### config.mk
export PLATFORM = sky130hd
export DESIGN_NAME = reset_supervisor
export DESIGN_NICKNAME = d
export VERILOG_FILES = /design/src/rtl/sup_pkg.sv /design/src/rtl/sup_delay_timer.sv /design/src/rtl/sup_wdt_timer.sv /design/src/rtl/reset_supervisor.sv
export SDC_FILE = /design/constraint.sdc
export NUM_CORES = 1
export LEC_CHECK = 0
export BUFFER_PORTS_ARGS = -buffer_cell sky130_fd_sc_hd__buf_2
export CAP_MARGIN = 25
export CORE_MARGIN = 4
export CORE_UTILIZATION = 54
export DETAILED_ROUTE_END_ITERATION = 10
export GPL_ROUTABILITY_DRIVEN = 0
export PLACE_DENSITY = 0.82
export SKIP_LAST_GASP = 1
export SLEW_MARGIN = 10
export SYNTH_ARGS = -nofsm -noshare
export SYNTH_HDL_FRONTEND = slang
export SYNTH_HIERARCHICAL = 1
export SYNTH_SLANG_ARGS = --single-unit
### constraint.sdc
create_clock -name clk -period 1.6 [get_ports clk]
set_input_delay 0.08 -clock clk [delete_from_list [all_inputs] [get_ports clk]]
set_output_delay 0.08 -clock clk [all_outputs]
set_load 0.005 [all_outputs]
### src/rtl/sup_pkg.sv
`timescale 1ns/1ps
package sup_pkg;
    typedef enum logic [1:0] {
        ST_DELAY = 2'd0,
        ST_RUN   = 2'd1,
        ST_BROWN = 2'd2
    } sup_state_e;

    localparam logic [1:0] SEL_LONG  = 2'b00;
    localparam logic [1:0] SEL_MID   = 2'b01;
    localparam logic [1:0] SEL_SHORT = 2'b10;
    localparam logic [1:0] SEL_OFF   = 2'b11;

    localparam int unsigned UNITS_LONG  = 7;
    localparam int unsigned UNITS_MID   = 3;
    localparam int unsigned UNITS_SHORT = 1;
endpackage

### src/rtl/sup_delay_timer.sv
`timescale 1ns/1ps
module sup_delay_timer #(
    parameter int unsigned TICKS = 8192
) (
    input  logic clk,
    input  logic rst_n,
    input  logic run,
    output logic done
);
    localparam int unsigned DW = (TICKS > 2) ? $clog2(TICKS) : 1;
    localparam logic [DW-1:0] LAST = DW'(TICKS - 1);

    logic [DW-1:0] cnt;

    always_ff @(posedge clk or negedge rst_n) begin
        if (!rst_n)
            cnt <= '0;
        else if (!run || done)
            cnt <= '0;
        else
            cnt <= cnt + 1'b1;
    end

    assign done = run && (cnt == LAST);
endmodule

### src/rtl/sup_wdt_timer.sv
`timescale 1ns/1ps
module sup_wdt_timer
    import sup_pkg::*;
#(
    parameter int unsigned UNIT_TICKS = 8192
) (
    input  logic       clk,
    input  logic       rst_n,
    input  logic       active,
    input  logic       kick,
    input  logic [1:0] sel,
    output logic       expire
);
    localparam int unsigned CW = $clog2(UNITS_LONG * UNIT_TICKS);
    localparam logic [CW-1:0] LIM_LONG  = CW'(UNITS_LONG  * UNIT_TICKS - 1);
    localparam logic [CW-1:0] LIM_MID   = CW'(UNITS_MID   * UNIT_TICKS - 1);
    localparam logic [CW-1:0] LIM_SHORT = CW'(UNITS_SHORT * UNIT_TICKS - 1);

    logic [CW-1:0] cnt;
    logic [CW-1:0] limit_m1;
    logic [1:0]    sel_q;
    logic          restart;
    logic          disabled;

    always_comb begin
        unique case (sel)
            SEL_LONG:  limit_m1 = LIM_LONG;
            SEL_MID:   limit_m1 = LIM_MID;
            SEL_SHORT: limit_m1 = LIM_SHORT;
            default:   limit_m1 = '0;
        endcase
    end

    assign restart  = kick || (sel != sel_q);
    assign disabled = (sel == SEL_OFF);
    assign expire   = active && !restart && !disabled && (cnt == limit_m1);

    always_ff @(posedge clk or negedge rst_n) begin
        if (!rst_n) begin
            sel_q <= SEL_LONG;
            cnt   <= '0;
        end else begin
            sel_q <= sel;
            if (!active || restart || disabled || expire)
                cnt <= '0;
            else
                cnt <= cnt + 1'b1;
        end
    end
endmodule

### src/rtl/reset_supervisor.sv
`timescale 1ns/1ps
module reset_supervisor
    import sup_pkg::*;
#(
    parameter int unsigned QUARTER_TICKS = 8192
) (
    input  logic       clk,
    input  logic       rst_por_n,
    input  logic       supply_low,
    input  logic       wdt_kick,
    input  logic [1:0] wdt_sel,
    output logic       host_rst_n
);
    sup_state_e state, state_nx;
    logic       dly_done;
    logic       wdt_bite;

    sup_delay_timer #(.TICKS(QUARTER_TICKS)) u_delay (
        .clk   (clk),
        .rst_n (rst_por_n),
        .run   (state == ST_DELAY && !supply_low),
        .done  (dly_done)
    );

    sup_wdt_timer #(.UNIT_TICKS(QUARTER_TICKS)) u_wdt (
        .clk    (clk),
        .rst_n  (rst_por_n),
        .active (state == ST_RUN && !supply_low),
        .kick   (wdt_kick),
        .sel    (wdt_sel),
        .expire (wdt_bite)
    );

    always_ff @(posedge clk or negedge rst_por_n) begin
        if (!rst_por_n)
            state <= ST_DELAY;
        else
            state <= state_nx;
    end

    always_comb begin
        state_nx = state;
        unique case (state)
            ST_DELAY: begin
                if (supply_low)    state_nx = ST_BROWN;
                else if (dly_done) state_nx = ST_RUN;
            end
            ST_RUN: begin
                if (supply_low)    state_nx = ST_BROWN;
                else if (wdt_bite) state_nx = ST_DELAY;
            end
            ST_BROWN: begin
                if (!supply_low)   state_nx = ST_DELAY;
            end
            default:               state_nx = ST_DELAY;
        endcase
    end

    always_comb begin
        host_rst_n = (state == ST_RUN);
    end
endmodule

==> impl_metrics.toml <==
[setup_path]
cp_num_cells = 6
cp_max_fo = 4
endpoint_kind = "flop"
crit_type = "reg2reg"
arrival_ns = 1.91
start_kind = "flop"
cp.required_ns = 1.84
cp_top_family = "simple AND/OR/NAND/NOR gates"
path_buf_inv = 0
critPathMaxStageDelay_ns = 0.42
r2r_cells = 6
cp_slowest_cell = "dfrtp_1"
path_cells = "nand2b_4, a2111oi_4, a41o_1, and4b_4, nor2b_1, a2111oi_1"

[global_routing]
antenna_found_initial = 0
grt_max_degree = 34
grt.total_usage = 0.217
grt_pass1_wl_um = 6810
overflow = 0
grt_pass1_vias = 1564

[synthesis]
synthTopCellsByCount = "dfrtp_1 (33), nor2_1 (17), nand2_1 (11)"
synth-seq-area-share = 0.469
ys.warnings.count = 6
ys_ff_latch = 33
synth_ff_type = "dfrtp_1"
synthesis.instances = 167
syn_area_sq_mm = 0.00176
synth_cell_type_count = 36
synth_top_area_frac = 0.469
async_flop_share = 1.00
yosysTopAreaCell = "dfrtp_1"
yosysMostFrequentCell = "dfrtp_1"
synth_fp_nets = 175
synth_edf_count = 0
synth_area_leaders = "dfrtp_1 (47%), nor3_2 (5.7%), xor2_1 (5.0%)"
avgSynthCellArea_sq_um = 10.5

[timing]
slew_viol_final = 0
whs_ns = 0.207
finalSetupViolations = 11
min_period_ns = 1.67
setup_slack_ns = -0.0664
fin_skew_ns = 0.0144
hold_viol_final = 0
fin_crit_sh = 1.04
grt_setup_unrepaired = "yes"
worstMarginPinSlew_ns = 0.726
fmax_mhz = 600
slew_headroom = 0.516

[worst_hold_path]
worstHoldPathCells = 4
hold_class = "in2reg"

[status]
status = "finished, violations left"
failed_checks = "setup timing"

[cells_and_area]
drive_gt1_frac = 0.282
antenna_cells = 0
fillers = 221
nNetsFinal = 216
areaGrowthSynthToFinish_pct = 23.7

[pwr]
p_sw_uw = 346
leakage_uw = 0.000885
seqPwrFrac = 0.530
p_comb_frac = 0.051
peakVddDrop_mv = 0.789
clkPwrFrac = 0.418
p_int_uw = 1250
switching_share = 0.217
power_density_mw_per_mm2 = 732
finalPower_uw = 1590

[clock_network]
root_buffer = "clkbuf_4"
cts.sinks = 33
htreeDepth = 2
clk-insertion-delay-late_ns = 0.35
ctsLongestPathBuffers = 2
clk_pin_slew_ns = 0.11
cts_tree = "done"
cts_inserted_buffers = 5

[detailed_routing]
vias = 1425
detail-route-antenna-nets = 0
dr.pass1.iters = 6
drtIter0Drc = 83
drc_errors = 0
via_per_inst = 5.63
wire_per_inst_um = 15.4
wirelength_um = 3910

[die]
die_area_sq_mm = 0.00424
ios = 7
die_h_um = 65.1
rows = 20
die_w_um = 65.1
core_sq_mm = 0.00308
start_util = 0.572

[placed_design]
port_buffers = 6
pre_cts_slack_ns = -0.121
dpl.hpwl_um = 2680

[run]
maxCapViolCount = 0
==> worst min-delay path, cell delays in order <==
cell and delay [ns]:
buf_2 0.08, nand3b_2 0.13, buf_4 0.17, nor3_2 0.06
==> final timing paths <==
path / slack [ns] / endpoint / from
worst max-delay path: -0.07 / state[0] / u_wdt/cnt[12]
worst min-delay path: 0.21 / u_wdt/cnt[10] / wdt_kick
worst max register to register: -0.07 / state[0] / u_wdt/cnt[12]
worst min register to register: 0.54 / state[0] / state[1]
max in group asynchronous: 0.81 / u_wdt/cnt[14] / rst_por_n
min in group asynchronous: 0.31 / u_delay/cnt[9] / rst_por_n
==> what timing repair did <==
| item | 4_1_cts | 5_1_grt |
|---|---|---|
| pin swaps | 1 | 0 |
| endpoints found under the setup margin | 11 | 12 |
| endpoints found under the hold margin | 37 | 1 |
| gates resized for setup | 2 | 0 |
| setup buffers | 1 | 2 |
| hold buffers | 4 | 1 |
==> flip-flops by register name, indices dropped and copies added, names as in the netlist <==
signal and flops:
state 2, u_delay/cnt 13, u_wdt/cnt 16, u_wdt/sel_q 2
==> cells in the final DEF (no fill, tap or decap), types with 2 or more instances in the layout <==
cell type / instances
o21ai_0: 6
or3_1: 4
nand2_1: 11
nand4_2: 2
nor2_1: 17
nand4_1: 4
xnor2_1: 9
buf_2: 6
nor2b_1: 2
a21oi_1: 7
inv_1: 6
nor3_2: 11
nor4_1: 4
clkbuf_4: 5
nor3_1: 3
xor2_1: 10
and4_1: 2
o31ai_1: 4
buf_4: 25
ha_1: 2
or4_1: 3
dfrtp_1: 33
dlygate4sd3_1: 5
nand3_1: 10
==> cells by family (layout without fill, tap and decap cells) <==
| kind of cell | Yosys count | count (layout) | share of synthesized area |
|---|---|---|---|
| AO/OA/AOI/OAI | 22 | 22 | 0.0938 |
| XOR/XNOR | 19 | 19 | 0.0945 |
| adder cells (fa/ha/maj) | 2 | 2 | 0.0142 |
| buffers and inverters | 9 | 51 | 0.0334 |
| flip-flops | 33 | 33 | 0.469 |
| multiplexers | 1 | 1 | 0.00569 |
| AND/OR/NAND/NOR | 81 | 81 | 0.289 |
==> cell type report <==
class                      instances  area [sq um]  area share
timing repair buffer              37           288       0.132
multi-input combinational        125           901       0.414
sequential                        33           826       0.379
inverter                           6          22.5      0.0103
clock buffer                       7          55.1      0.0253
tap                               44          55.1      0.0253
clock inverter                     1          30.0      0.0138
==> stage by stage <==
step / TNS (ns) / std cells / util / area, sq um
after floorplan: 0 / 167 / - / 1770
after global placement: 0 / 237 / 0.650 / 2000
after detailed placement: -0.901 / 237 / 0.650 / 2000
after CTS: -0.0752 / 250 / 0.699 / 2150
after global routing: -1.61 / 253 / 0.707 / 2180
final: -0.386 / 253 / 0.707 / 2180
==> power groups by stage <==
stage	Clock, uW	Sequential, uW	Combinational (uW)
2_1_floorplan	0	861	28.4
3_3_place_gp	0	860	64.0
3_5_place_dp	0	861	69.0
4_1_cts	682	845	80.4
5_1_grt	715	846	90.9
6_report	666	845	82.0
==> per-layer routing <==
metal / share of wire / vias up / track usage
li1: - / 680 / -
met4: 0.048 / 0 / 0.168
met2: 0.54 / 32 / 0.402
met3: 0.039 / 19 / 0.0564
met1: 0.38 / 694 / 0.197
met5: 0 / - / 0
Power figures use the tool's default switching activity.
